`src/rtl/pxs_pkg.sv`:
```
package pxs_pkg;
  typedef enum logic [2:0] {
    S_IDLE,
    S_CAND,
    S_WAIT_N,
    S_WAIT_V,
    S_WAIT_R,
    S_NEXT_D,
    S_FIN
  } pxs_state_e;
endpackage

```
`src/rtl/pxs_divider.sv`:
```
module pxs_divider #(
  parameter int W = 40
) (
  input  logic         clk,
  input  logic         rst_n,
  input  logic         go_i,
  input  logic [W-1:0] num_i,
  input  logic [W-1:0] den_i,
  output logic         vld_o,
  output logic [W-1:0] quo_o
);
  localparam int CW = $clog2(W + 1);

  logic          act_q, act_d;
  logic          vld_q, vld_d;
  logic [CW-1:0] cnt_q, cnt_d;
  logic [W-1:0]  rem_q, rem_d;
  logic [W-1:0]  quo_q, quo_d;
  logic [W-1:0]  dvs_q, dvs_d;
  logic [W:0]    shifted;
  logic [W+1:0]  trial;
  logic          fits;

  // one restoring step per cycle: shift in the next dividend bit, try to subtract
  always_comb begin
    shifted = {rem_q, quo_q[W-1]};
    trial   = {1'b0, shifted} - {2'b00, dvs_q};
    fits    = ~trial[W+1] & ~trial[W];
    act_d   = act_q;
    cnt_d   = cnt_q;
    rem_d   = rem_q;
    quo_d   = quo_q;
    dvs_d   = dvs_q;
    vld_d   = 1'b0;
    if (go_i) begin
      act_d = 1'b1;
      cnt_d = CW'(W);
      rem_d = '0;
      quo_d = num_i;
      dvs_d = den_i;
    end else if (act_q) begin
      if (fits) begin
        rem_d = trial[W-1:0];
        quo_d = {quo_q[W-2:0], 1'b1};
      end else begin
        rem_d = shifted[W-1:0];
        quo_d = {quo_q[W-2:0], 1'b0};
      end
      cnt_d = cnt_q - CW'(1);
      if (cnt_q == CW'(1)) begin
        act_d = 1'b0;
        vld_d = 1'b1;
      end
    end
  end

  always_ff @(posedge clk or negedge rst_n) begin
    if (!rst_n) begin
      act_q <= 1'b0;
      vld_q <= 1'b0;
      cnt_q <= '0;
      rem_q <= '0;
      quo_q <= '0;
      dvs_q <= '0;
    end else begin
      act_q <= act_d;
      vld_q <= vld_d;
      cnt_q <= cnt_d;
      rem_q <= rem_d;
      quo_q <= quo_d;
      dvs_q <= dvs_d;
    end
  end

  assign vld_o = vld_q;
  assign quo_o = quo_q;
endmodule

```
`src/rtl/pxs_err_cmp.sv`:
```
module pxs_err_cmp #(
  parameter int W = 40
) (
  input  logic [W-1:0] cand_i,
  input  logic [W-1:0] tgt_i,
  input  logic [W-1:0] best_i,
  output logic [W-1:0] err_o,
  output logic         better_o,
  output logic         exact_o
);
  always_comb begin
    err_o    = (cand_i > tgt_i) ? (cand_i - tgt_i) : (tgt_i - cand_i);
    better_o = err_o < best_i;
    exact_o  = (err_o == '0);
  end
endmodule

```
`src/rtl/pixclk_div_search.sv`:
```
module pixclk_div_search
  import pxs_pkg::*;
#(
  parameter int REF_HZ     = 24_000_000,
  parameter int VCO_MAX_HZ = 200_000_000,
  parameter int RATE_W     = 28,
  parameter int PROD_W     = 40,
  parameter int D_LAST     = 254,
  parameter int M_LAST     = 2046,
  parameter int N_MAX      = 127,
  localparam int M_W = $clog2(M_LAST + 1),
  localparam int N_W = $clog2(N_MAX + 1),
  localparam int D_W = $clog2(D_LAST + 1)
) (
  input  logic              clk,
  input  logic              rst_n,
  input  logic              start_i,
  input  logic [RATE_W-1:0] rate_i,
  output logic              busy_o,
  output logic              done_o,
  output logic              err_o,
  output logic [M_W-1:0]    best_m_o,
  output logic [N_W-1:0]    best_n_o,
  output logic [D_W-1:0]    best_d_o,
  output logic [RATE_W-1:0] rate_o,
  output logic [31:0]       ctrl_div_o
);
  localparam int W    = PROD_W;
  localparam int MC_W = $clog2(M_LAST + 2);
  localparam logic [W-1:0] REF_V  = W'(REF_HZ);
  localparam logic [W-1:0] VMAX_V = W'(VCO_MAX_HZ);
  localparam logic [W-1:0] LIM_V  = W'(VCO_MAX_HZ / 2);
  localparam logic [W-1:0] NMAX_V = W'(N_MAX);

  pxs_state_e        st_q, st_d;
  logic [W-1:0]      rate_q, rate_d;
  logic [MC_W-1:0]   m_q, m_d;
  logic [D_W-1:0]    d_q, d_d;
  logic [W-1:0]      num_q, num_d;
  logic [W-1:0]      den_q, den_d;
  logic [N_W-1:0]    n_q, n_d;
  logic [M_W-1:0]    bm_q, bm_d;
  logic [N_W-1:0]    bn_q, bn_d;
  logic [D_W-1:0]    bd_q, bd_d;
  logic [RATE_W-1:0] br_q, br_d;
  logic [W-1:0]      be_q, be_d;
  logic              found_q, found_d;
  logic              done_q, done_d;
  logic              bad_q, bad_d;

  logic              div_go;
  logic [W-1:0]      div_a, div_b;
  logic              div_vld;
  logic [W-1:0]      div_q;
  logic [W-1:0]      cand_err;
  logic              cand_better, cand_exact;

  pxs_divider #(.W(W)) u_div (
    .clk   (clk),
    .rst_n (rst_n),
    .go_i  (div_go),
    .num_i (div_a),
    .den_i (div_b),
    .vld_o (div_vld),
    .quo_o (div_q)
  );

  pxs_err_cmp #(.W(W)) u_cmp (
    .cand_i   (div_q),
    .tgt_i    (rate_q),
    .best_i   (be_q),
    .err_o    (cand_err),
    .better_o (cand_better),
    .exact_o  (cand_exact)
  );

  // next-state logic of the nested walk (d outer, m inner)
  always_comb begin
    st_d    = st_q;
    rate_d  = rate_q;
    m_d     = m_q;
    d_d     = d_q;
    num_d   = num_q;
    den_d   = den_q;
    n_d     = n_q;
    bm_d    = bm_q;
    bn_d    = bn_q;
    bd_d    = bd_q;
    br_d    = br_q;
    be_d    = be_q;
    found_d = found_q;
    done_d  = done_q;
    bad_d   = bad_q;
    div_go  = 1'b0;
    div_a   = num_q;
    div_b   = den_q;
    case (st_q)
      S_IDLE: begin
        if (start_i) begin
          if (rate_i == '0 || W'(rate_i) > LIM_V) begin
            done_d = 1'b1;
            bad_d  = 1'b1;
          end else begin
            rate_d  = W'(rate_i);
            d_d     = D_W'(2);
            den_d   = W'(rate_i) << 1;
            m_d     = MC_W'(2);
            num_d   = REF_V << 1;
            be_d    = W'(rate_i);
            found_d = 1'b0;
            done_d  = 1'b0;
            bad_d   = 1'b0;
            st_d    = S_CAND;
          end
        end
      end
      S_CAND: begin
        if (m_q > MC_W'(M_LAST)) begin
          st_d = S_NEXT_D;
        end else if (num_q < den_q) begin
          m_d   = m_q + MC_W'(1);
          num_d = num_q + REF_V;
        end else begin
          div_go = 1'b1;
          st_d   = S_WAIT_N;
        end
      end
      S_WAIT_N: begin
        if (div_vld) begin
          if (div_q > NMAX_V) begin
            st_d = S_NEXT_D;
          end else begin
            n_d    = N_W'(div_q);
            div_go = 1'b1;
            div_a  = num_q;
            div_b  = div_q;
            st_d   = S_WAIT_V;
          end
        end
      end
      S_WAIT_V: begin
        if (div_vld) begin
          if (div_q > VMAX_V) begin
            st_d = S_NEXT_D;
          end else begin
            div_go = 1'b1;
            div_a  = div_q;
            div_b  = W'(d_q);
            st_d   = S_WAIT_R;
          end
        end
      end
      S_WAIT_R: begin
        if (div_vld) begin
          if (cand_better) begin
            bm_d    = M_W'(m_q);
            bn_d    = n_q;
            bd_d    = d_q;
            br_d    = RATE_W'(div_q);
            be_d    = cand_err;
            found_d = 1'b1;
          end
          if (cand_exact) begin
            st_d = S_FIN;
          end else begin
            m_d   = m_q + MC_W'(1);
            num_d = num_q + REF_V;
            st_d  = S_CAND;
          end
        end
      end
      S_NEXT_D: begin
        if (d_q == D_W'(D_LAST)) begin
          st_d = S_FIN;
        end else begin
          d_d   = d_q + D_W'(1);
          den_d = den_q + rate_q;
          m_d   = MC_W'(2);
          num_d = REF_V << 1;
          st_d  = S_CAND;
        end
      end
      S_FIN: begin
        done_d = 1'b1;
        bad_d  = ~found_q;
        st_d   = S_IDLE;
      end
      default: st_d = S_IDLE;
    endcase
  end

  always_ff @(posedge clk or negedge rst_n) begin
    if (!rst_n) begin
      st_q    <= S_IDLE;
      rate_q  <= '0;
      m_q     <= '0;
      d_q     <= '0;
      num_q   <= '0;
      den_q   <= '0;
      n_q     <= '0;
      bm_q    <= '0;
      bn_q    <= '0;
      bd_q    <= '0;
      br_q    <= '0;
      be_q    <= '0;
      found_q <= 1'b0;
      done_q  <= 1'b0;
      bad_q   <= 1'b0;
    end else begin
      st_q    <= st_d;
      rate_q  <= rate_d;
      m_q     <= m_d;
      d_q     <= d_d;
      num_q   <= num_d;
      den_q   <= den_d;
      n_q     <= n_d;
      bm_q    <= bm_d;
      bn_q    <= bn_d;
      bd_q    <= bd_d;
      br_q    <= br_d;
      be_q    <= be_d;
      found_q <= found_d;
      done_q  <= done_d;
      bad_q   <= bad_d;
    end
  end

  assign busy_o     = (st_q != S_IDLE);
  assign done_o     = done_q;
  assign err_o      = bad_q;
  assign best_m_o   = bm_q;
  assign best_n_o   = bn_q;
  assign best_d_o   = bd_q;
  assign rate_o     = br_q;
  assign ctrl_div_o = {16'd0, 8'(bd_q), 8'd0};
endmodule

```
`config.mk`:
```
export PLATFORM = sky130hd
export DESIGN_NAME = pixclk_div_search
export DESIGN_NICKNAME = d
export VERILOG_FILES = /design/src/rtl/pxs_pkg.sv /design/src/rtl/pxs_divider.sv /design/src/rtl/pxs_err_cmp.sv /design/src/rtl/pixclk_div_search.sv
export SDC_FILE = /design/constraint.sdc
export NUM_CORES = 1
export LEC_CHECK = 0
export ABC_AREA = 1
export BUFFER_PORTS_ARGS = -buffer_cell sky130_fd_sc_hd__buf_4
export CORE_UTILIZATION = 48
export DETAILED_ROUTE_END_ITERATION = 8
export PLACE_DENSITY = 0.7
export SYNTH_ARGS = -nofsm -noshare
export SYNTH_HDL_FRONTEND = slang
export SYNTH_HIERARCHICAL = 1
export SYNTH_SLANG_ARGS = --single-unit
```
`constraint.sdc`:
```
create_clock -name clk -period 5.4 [get_ports clk]
set_input_delay 0 -clock clk [delete_from_list [all_inputs] [get_ports clk]]
set_output_delay 0 -clock clk [all_outputs]
set_load 0.005 [all_outputs]
```
### Yosys cells after proc, flatten, opt, wreduce, memory -nomap -nowiden

Cells that the tools add are included.

* flip-flop bits (word level): 362
* output and inout bits: 89
* word-level logic and storage cells: 161

* equality and inequality tests: 20
* reductions and logical operators: 19
* bitwise gates (word level): 6
* multiplexer cells: 80
* add/subtract/negate cells: 8
* order comparisons: 7

Operators by type and width (count)
* two-way mux 40 bit: 27
* case mux 40 bit (2 select lines): 3
* case mux 40 bit (4 select lines): 1
* less-than comparator 40 bit: 2
* two-way mux 11 bit: 7
* case mux 11 bit (4 select lines): 1
* subtractor 41 x 40 -> 42 bit: 1
* adder 40 x 25 -> 40 bit (second input constant): 1
* adder 40 x 28 -> 40 bit: 1
* greater-than comparator 40 x 28 -> 1 bit: 1
* greater-than comparator 40 x 28 -> 1 bit (second input constant): 1
* greater-than comparator 40 x 7 -> 1 bit (second input constant): 1
* logical NOT 40 bit: 1
* subtractor 28 x 40 -> 40 bit: 1
* subtractor 40 x 28 -> 40 bit: 1
* two-way mux 3 bit: 10
* greater-than comparator 28 x 27 -> 1 bit (second input constant): 1
* logical NOT 28 bit: 1
* two-way mux 8 bit: 3
* two-way mux 1 bit: 20
* case mux 3 bit (6 select lines): 1
* case mux 8 bit (2 select lines): 1
* inequality test 2 bit (second input constant): 7
* two-way mux 6 bit: 2
* 27 further kinds: 44

### Depth between registers and ports, before layout

Gate-level depths: netlist of the first run.

* depth after elaboration: 6
* depth in mapped cells: 33

### Modules after synthesis

Netlist of the first run, hierarchy kept.

Modules (own cells, without submodules)
* pixclk_div_search: seq. area each 5630.4 um^2, instances 1, cells each 2439, area each 15891.5 um^2
* pxs_divider: seq. area each 3203.1 um^2, instances 1, cells each 1350, area each 8901.0 um^2
* pxs_err_cmp: seq. area each 0.0 um^2, instances 1, cells each 1673, area each 8066.5 um^2

### Worst setup path after synthesis of the first run

Ideal clock, no wire load.

* path kind: flip-flop to flip-flop
* from: reg u_div.quo_q[0], in the netlist u_div/quo_o[0]
* to: reg be_q[36]
* clock period less this slack: 4.260 ns
* setup time: 0.083 ns
* data required time: 5.317 ns
* arrival: 4.178 ns
* buffers on the path: 3
* path slack: 1.140 ns
* stages on the path, launching flop included: 30
* path through: dfrtp_1 > inv_1 > ha_1 > inv_1 > fa_1 > nand3_1 > nand3_1 > nand2_1 > nand2_2 > nand2_1 > nand3_2 > nand2_4 > nand2_4 > buf_2 > nand3_1 > nand2_1 > ha_1 > nand2_1 > inv_1 > nand3_1 > nor3_1 > nor4b_1 > nor2_1 > o21ai_0 > a21oi_1 > nand3_1 > clkbuf_1 > clkbuf_1 > nand3_1 > o21ai_0

* longest elaborated chain between the ends: 5
* elaborated cells between the ends (all ways): 10
* those cells by class: 2 x add/sub; 2 x order compare; 1 x eq/ne; 4 x mux; 1 x reduce/logical

RTL lines
* start: declaration: RTL line pxs_divider.sv:18 `logic [W-1:0] quo_q, quo_d;`
* start signal: assignment: RTL line pxs_divider.sv:70 `quo_q <= quo_d;`
* subtractor 28 x 40 -> 40 bit (tied with other cells): RTL line pxs_err_cmp.sv:12 `err_o = (cand_i > tgt_i) ? (cand_i - tgt_i) : (tgt_i - cand_i);`
* two-way mux 40 bit *: RTL line pxs_err_cmp.sv:12
* named net cand_err[23]: RTL line pixclk_div_search.sv:55 `logic [W-1:0] cand_err;`
* less-than comparator 40 bit *: RTL line pxs_err_cmp.sv:13 `better_o = err_o < best_i;`
* named net cand_better: RTL line pixclk_div_search.sv:56 `logic cand_better, cand_exact;`
* inequality test 2 bit (no line) *
* AND reduction 5 bit (no line) *
* end signal: assignment: RTL line pixclk_div_search.sv:205 `be_q <= '0;`
* end signal: assignment: RTL line pixclk_div_search.sv:221 `be_q <= be_d;`
* end: declaration: RTL line pixclk_div_search.sv:46 `logic [W-1:0] be_q, be_d;`

Mark *: on every way through the listed nets, which the timed path passes. The rest lies on a longest branch. The select of a mux whose other input is x is not followed.
A chain may end at the register's enable or synchronous reset.

### Worst setup path in the final report of the first run

* from: reg u_div.quo_q[0], in the netlist u_div/quo_o[0]
* to: reg num_q[20]

* longest elaborated chain between the ends: 5
* elaborated cells between the ends (all ways): 7
* those cells by class: 2 x add/sub; 1 x order compare; 1 x eq/ne; 1 x mux; 2 x reduce/logical

RTL lines
* subtractor 28 x 40 -> 40 bit (tied with other cells): RTL line pxs_err_cmp.sv:12
* two-way mux 40 bit *: RTL line pxs_err_cmp.sv:12
* named net cand_err[28]: RTL line pixclk_div_search.sv:55
* logical NOT 40 bit *: RTL line pxs_err_cmp.sv:14 `exact_o = (err_o == '0);`
* named net cand_exact: RTL line pixclk_div_search.sv:56
* inequality test 2 bit (no line) *
* AND reduction 8 bit (no line) *
* end signal: assignment: RTL line pixclk_div_search.sv:214 `num_q <= num_d;`
* end: declaration: RTL line pixclk_div_search.sv:39 `logic [W-1:0] num_q, num_d;`

Mark *: on every way through the listed nets, which the timed path passes. The rest lies on a longest branch.

==> results of run 1 <==
[repair_timing]
action,4_1_cts,5_1_grt
hold buffers,30,0
hold endpoints to repair,424,0
endpoints found under the setup margin,0,71
buffers inserted,0,0
gates resized for setup,0,6
[report_power, final]
group          internal [µW]  leakage, µW  switching [µW]
sequential              3440      0.00460             919
clock                   1800     0.000730            1300
combinational           5480       0.0149           12600
total                  10700       0.0203           14800
[Yosys cell counts (all sizes together) (3+ instances only)]
cell type,instances
a21o,5
nor4,4
o21bai,14
a22oi,3
nand3b,18
or2,5
and2,6
a21boi,3
dfrtp,353
nor2,486
o21ai,304
o21a,12
nand2,2069
and3,4
nand4,93
a21oi,195
inv,951
mux2,4
clkbuf,72
nand3,359
fa,4
xor2,53
ha,224
buf,105
xnor2,18
o221ai,37
o211ai,3
nor3,44
[metal layers]
| metal | vias up | GRT usage [%] | wire, µm |
|---|---|---|---|
| li1 | 17100 | - | - |
| met1 | 16100 | 47.5 | 53900 |
| met2 | 1382 | 55.7 | 54900 |
| met3 | 275 | 7.20 | 10400 |
| met4 | 6 | 16.3 | 6310 |
| met5 | - | 0 | 44 |
[cell type report]
class	instances	share of cell area (%)
clock inverters	20	0.651
multi-input cells	4027	54.2
diodes	1	0.00689
clock buffers	58	3.48
flip-flops and latches	353	24.3
well taps	873	3.01
repair buffers	195	4.46
inverters	952	9.84
[state kept, by name, summed over array words and instances (netlist names), 6 cells and up]
register / count
be_q: 40
den_q: 40
u_div/dvs_q: 40
u_div/quo_o: 40
u_div/rem_q: 40
num_q: 31
rate_o: 28
rate_q: 28
best_m_o: 11
m_q: 11
best_d_o: 8
d_q: 8
best_n_o: 7
n_q: 7
u_div/cnt_q: 6
[critical path: cells and delay by family (launching register included)]
kind            cells  cell delay [ns]
simple gates       18             1.99
buf+inv             7             1.27
fa+ha+maj           2             0.70
compound gates      2             0.69
flops               1             0.35
[cell families after synthesis]
| family | synth area share, % |
|---|---|
| fa+ha+maj | 8.77 |
| other cells | 0.0114 |
| xor+xnor | 1.89 |
| compound gates | 9.81 |
| mux | 0.137 |
| buf+inv | 13.9 |
| flops | 26.9 |
| simple gates | 38.6 |
[path summary, 6_finish.rpt]
check                      slack [ns]                           to                  startpoint  depth (start not counted)
setup / recovery                 0.30        num_q[20]$_DFFE_PN0P_  u_div/quo_o[0]$_DFFE_PN0P_                         29
hold / removal                   0.04        den_q[13]$_DFFE_PN0P_                  rate_i[12]                          5
hold reg to reg                  0.48       rate_o[20]$_DFFE_PN0P_      rate_o[20]$_DFFE_PN0P_                          2
setup reg to reg                 0.30        num_q[20]$_DFFE_PN0P_  u_div/quo_o[0]$_DFFE_PN0P_                         29
min in group asynchronous        0.56        rate_o[6]$_DFFE_PN0P_                       rst_n                          4
max in group asynchronous        3.92  u_div/rem_q[24]$_DFFE_PN0P_                       rst_n                          4
[per-stage QoR]
step / hold WS [ns] / utilization (%) / worst slack, ns
floorplan: -0.296 / - / 1.14
global placement: -0.0792 / 51.1 / 0.331
detailed placement: -0.0773 / 51.1 / 0.308
CTS: 0.00140 / 53.8 / 0.266
global route: 0.0358 / 53.9 / -0.0235
finish: 0.0437 / 53.9 / 0.299
==> run metrics, run 1 <==
Fillers 6996; Post-synth EDFFs 0; number of DRC markers in iteration 0 approximately 3500; Layout area overhead 10.5%; Yosys top cell by area dfrtp_1; vias per inst 5.39; asr flop ratio synth between 90% and 100%; post-layout net count slightly below 6000; Placed Cells ~6400; CP dominant cell by count nand2_1; commonest cells after routing, fill and taps aside 2050 x nand2_1, 940 x inv_1, 464 x nor2_1; Critical Path Start Type register; Critical Path End Type register; vias in the first global route around 33000; Syn Area/Cell about 6 µm²; row count 95; Final setup viols 0; fin cells approximately 6500; maximum clock frequency 196 MHz; period utilization a little over nine tenths; clk_skew between 0.015 and 0.02 ns; Core Box Area 0.0674 mm²; WP data required between 5 and 6 ns; TritonCTS clock tree built; Worst EP arrival between 5 and 6 ns; path type of the worst min-delay path input pin to register; first-pass GRT wire length roughly 190 mm; initial core utilization around half; setup TNS 0 ns; #FFs+latches synth about 350; CTS sink cnt approximately 350; Synth Flop Type dfrtp_1; CTS clk-pin slew, worst paths approximately 0.07 ns; antenna violations before repair 6; Clk Tree Root Cell clkbuf_16; P_leak roughly 0.02 µW; layout cells sized above 1 5.74%; GRT Total Usage 35.7%; Final ANT Viol Nets 0; Cell variety after synth between 50 and 60; Cell Area, Synth roughly 0.033 mm²; final WL ~130 mm; DIE HEIGHT 264 µm; sequential element share of the synthesized area around 27%; die footprint 0.0695 mm²; crit path max-delay cell type fa_1; Via Count 34900; outcome finished clean; max-cap viol count 0; DP Area about 0.034 mm²; H-tree Lvls 2; Post-Synthesis Cells 5462; Remaining DRCs 0; type of the worst setup path register to register; total power 25500 µW; Pre-antenna DRT Iters 6; Slew headroom 24.2%; die width about 260 µm; Hold Violations, Final 0; multi-input logic area around 0.02 mm²; Slew @ Worst Pin between 1 and 1.5 ns; number of port buffers 95; fin. max-slew vios 0; Post-Layout Inst Area around 0.036 mm²; grt ovf 0; Synth area leaders dfrtp_1 27%, nand2_1 23%, inv_1 11%; max incr delay on CP about 0.5 ns; routability cong. approximately 1.0; clock tree buffer depth 3; estimated wirelength of the detail-placed design about 100 mm; register area ~0.0088 mm²; CTS Buf Count 44; PD cells ~700 mW/mm²; commonest non-fill, non-tap cell in the layout nand2_1; worst-path maximum fanout 24; Routed WL per cell between 15 and 20 µm; post-synth top area share a little over a quarter; Tmin final between 5 and 6 ns; Clock Latency Late Sink approximately 0.6 ns; largest net degree at the start of global routing around 170; peak supply drop 0.313 mV; Synthesis Warnings 6; # IOs 120
(Power assumes the default switching activity.)
==> inputs of run 2 (changes only) <==
Settings changed: ABC_AREA 1 to default, HOLD_SLACK_MARGIN from default to 0.12, PLACE_DENSITY 0.7 to 0.71.
==> run metrics, run 2 <==
Core Box Area 0.0564 mm² (was 0.0674 mm²); routability cong. 0.984 (was 1.04); largest net degree at the start of global routing 109 (was 167); Critical Path Start Type register (unchanged); Top Family by Delay on Critical Path simple AND/OR/NAND/NOR gates (unchanged); outcome finished clean (unchanged); number of DRC markers in iteration 0 2343 (was 3509); Clock Latency Late Sink 0.60 ns (about the same); CTS sink cnt 353 (unchanged); asr flop ratio synth 100% (unchanged); grt ovf 0 (unchanged); Post-synth top cells 433 x nand2_1, 353 x dfrtp_1, 248 x a21oi_1 (was 2051 x nand2_1, 940 x inv_1, 467 x nor2_1); antenna violations before repair 1 (was 6); fin. max-slew vios 0 (unchanged); peak supply drop 0.409 mV (was 0.313 mV); CTS clk-pin slew, worst paths 0.07 ns (about the same); GRT Total Usage 29.4% (was 35.7%); Slew @ Worst Pin 1.02 ns (was 1.14 ns); Synth area leaders dfrtp_1 32%, ha_1 10%, nand2_1 5.9% (was dfrtp_1 27%, nand2_1 23%, inv_1 11%); CTS Buf Count 40 (was 44); Cell variety after synth 99 (was 54); first-pass GRT wire length 134 mm (was 191 mm); layout cells sized above 1 17.4% (was 5.74%); clock tree buffer depth 3 (unchanged); Synth Flop Type dfrtp_1 (unchanged); vias per inst 5.86 (was 5.39); Synthesis Warnings 6 (unchanged); Critical Path End Type register (unchanged); period utilization 99.4% (was 94.5%); row count 87 (was 95); R2R depth 23 (was 29); multi-input logic area 0.0175 mm² (was 0.0197 mm²); worst-path maximum fanout 7 (was 24); Routed WL per cell 19.8 µm (was 19.4 µm); flop-to-flop setup slack 0.03 ns (was 0.30 ns); r2r endpoint be_q[2]$_DFFE_PN0P_ (was num_q[20]$_DFFE_PN0P_); crit path cell chain ha_4, nand4_4, or4_4, or4_4, o21ai_4, nor2_4, buf_12, buf_4, o32a_1, xor2_1, ha_1, a21o_1, a21oi_1, o21ai_1, nor2_1, o311ai_2, o2111ai_1, and3_4, nand3_4, o21ai_4, clkbuf_16, nor2_2, a21oi_1; vias in the first global route 24300 (was 32500); TritonCTS clock tree built (unchanged); worst setup path endpoint be_q[2]$_DFFE_PN0P_ (was num_q[20]$_DFFE_PN0P_); # IOs 120 (unchanged); max-cap viol count 0 (unchanged); Layout area overhead 20.1% (was 10.5%); maximum clock frequency 186 MHz (was 196 MHz); total power 21500 µW (was 25500 µW); clk_skew 0.0317 ns (was 0.0193 ns); initial core utilization 48.6% (was 48.8%); post-layout net count 3846 (was 5832); PD cells 653 mW/mm² (was 702 mW/mm²); estimated wirelength of the detail-placed design 63.3 mm (was 100 mm); register area 0.00884 mm² (was 0.00883 mm²); Remaining DRCs 0 (unchanged); Post-Synthesis Cells 3311 (was 5462); max incr delay on CP 0.59 ns (was 0.50 ns); hold_ws 0.151 ns (was 0.0437 ns); commonest non-fill, non-tap cell in the layout nand2_1 (unchanged); top-count cell post-synth nand2_1 (unchanged); type of the worst setup path register to register (unchanged); Tmin final 5.37 ns (was 5.10 ns); met2 WL 38.6 mm (was 54.9 mm); Slew headroom 31.5% (was 24.2%); crit path max-delay cell type or4_4 (was fa_1); Via Count 25600 (was 34900); DP Area 0.0301 mm² (was 0.0345 mm²); Final ANT Viol Nets 0 (unchanged); wl on met1 38.8 mm (was 53.9 mm); Yosys top cell by area dfrtp_1 (unchanged); Placed Cells 4229 (was 6369); final cell utilization of the core 58.4% (was 53.9%); DIE HEIGHT 241 µm (was 264 µm); WP data required 5.90 ns (was 5.93 ns); Clk Tree Root Cell clkbuf_16 (unchanged); number of port buffers 95 (unchanged); Hold Violations, Final 0 (unchanged); P_leak 0.0149 µW (was 0.0203 µW); die footprint 0.0581 mm² (was 0.0695 mm²); Pre-antenna DRT Iters 5 (was 6); DR WL met3 6.34 mm (was 10.4 mm); Worst setup startpoint rate_q[25]$_DFFE_PN0P_ (was u_div/quo_o[0]$_DFFE_PN0P_); #FFs+latches synth 353 (unchanged); commonest cells after routing, fill and taps aside 431 x nand2_1, 351 x dfrtp_1, 327 x buf_4 (was 2050 x nand2_1, 940 x inv_1, 464 x nor2_1); Post-synth EDFFs 0 (unchanged); sequential element share of the synthesized area 32.2% (was 26.9%); Final setup viols 0 (unchanged); final WL 86.8 mm (was 126 mm); die width 241 µm (was 264 µm); Fillers 5110 (was 6996); Syn Area/Cell 8.28 µm² (was 6.02 µm²); Crit path depth 23 (was 29); post-synth top area share 32.2% (was 26.9%); Bufs and invs on worst path 3 (was 7); Worst EP arrival 5.86 ns (was 5.63 ns); path type of the worst min-delay path input pin to asynchronous set/reset pin (was input pin to register); unrepaired setup endpoints after global routing true; Post-Layout Inst Area 0.0329 mm² (was 0.0363 mm²); max layer used met4 (was met5); fin cells 4372 (was 6479); H-tree Lvls 2 (unchanged); Cell Area, Synth 0.0274 mm² (was 0.0329 mm²); Critical R2R Launch rate_q[25]$_DFFE_PN0P_ (was u_div/quo_o[0]$_DFFE_PN0P_)
## run 2: cell count changes after synthesis, sizes merged, moves of 78 or more
cell and change:
inv -708, nand3 -300, nor2 -235, o21ai -78
xnor2 +85, nand2 -1636, a21o +86, mux2i +108
## run 2: worst min path at each step
stage / end / slack (ns) / from / cells past startpoint
6_report: rate_o[16]$_DFFE_PN0P_ / 0.15 / rst_n / 3
3_3_place_gp: be_q[1]$_DFFE_PN0P_ / 0.10 / rst_n / 1
4_1_cts: be_q[30]$_DFFE_PN0P_ / 0.13 / rst_n / 3
3_5_place_dp: be_q[2]$_DFFE_PN0P_ / 0.1 / rst_n / 1
5_1_grt: be_q[29]$_DFFE_PN0P_ / 0.23 / rst_n / 3
2_1_floorplan: be_q[0]$_DFFE_PN0P_ / -0.30 / rst_n / 0
## run 2: kinds of logic (layout without fill, tap and decap cells)
group	after synthesis	after routing	share of synthesized area [%]
compound gates	854	854	19.7
xor+xnor	142	142	4.54
fa+ha+maj	228	228	10.5
buf+inv	442	700	6.97
flops	353	353	32.2
mux	163	163	6.20
other cells	1	48	0.0137
simple gates	1128	1128	19.8
## run 2: final cells by class
class,instances,area share (%)
clock buffers,55,3.51
inverters,243,2.77
multi-input cells,2562,53.2
clock inverters,15,0.775
diodes,1,0.00760
well taps,756,2.87
flip-flops and latches,353,26.8
repair buffers,387,9.99
## run 2: worst register-to-register path: stages (launching register included)
cell and delay (ns):
dfrtp_1 0.41, ha_4 0.31, nand4_4 0.11, or4_4 0.58, or4_4 0.59, o21ai_4 0.11
nor2_4 0.08, buf_12 0.14, buf_4 0.15, o32a_1 0.35, xor2_1 0.33, ha_1 0.32
a21o_1 0.16, a21oi_1 0.17, o21ai_1 0.14, nor2_1 0.15, o311ai_2 0.12, o2111ai_1 0.11
and3_4 0.24, nand3_4 0.10, o21ai_4 0.22, clkbuf_16 0.26, nor2_2 0.04, a21oi_1 0.11
## run 2: routing by layer
layer,vias to the layer above,global-route usage (%)
met3,188,4.47
met1,12300,41.0
met4,0,10.4
li1,12200,-
met2,1001,46.3
met5,-,0
## run 2: timing repair
action                     CTS  global route
buffers inserted            15            20
pin swaps                    6            43
hold buffers                31             0
gates cloned                 3             5
setup endpoints to repair  137           136
gates resized for setup     22           113
hold endpoints to repair   178             0
## run 2: per-stage QoR
step | setup TNS [ns] | setup WS (ns)
global placement | -3.75 | -0.148
CTS | 0 | 0.00150
floorplan | -0.0604 | -0.00306
global route | -6.92 | -0.140
detailed placement | -19.64 | -0.260
finish | 0 | 0.0326
## run 2: power breakdown
part	leakage [µW]	internal, µW	switching, µW
Clock	0.000684	1750	1210
Combinational	0.00966	6230	8020
Sequential	0.00451	3460	834
Total	0.0149	11400	10100
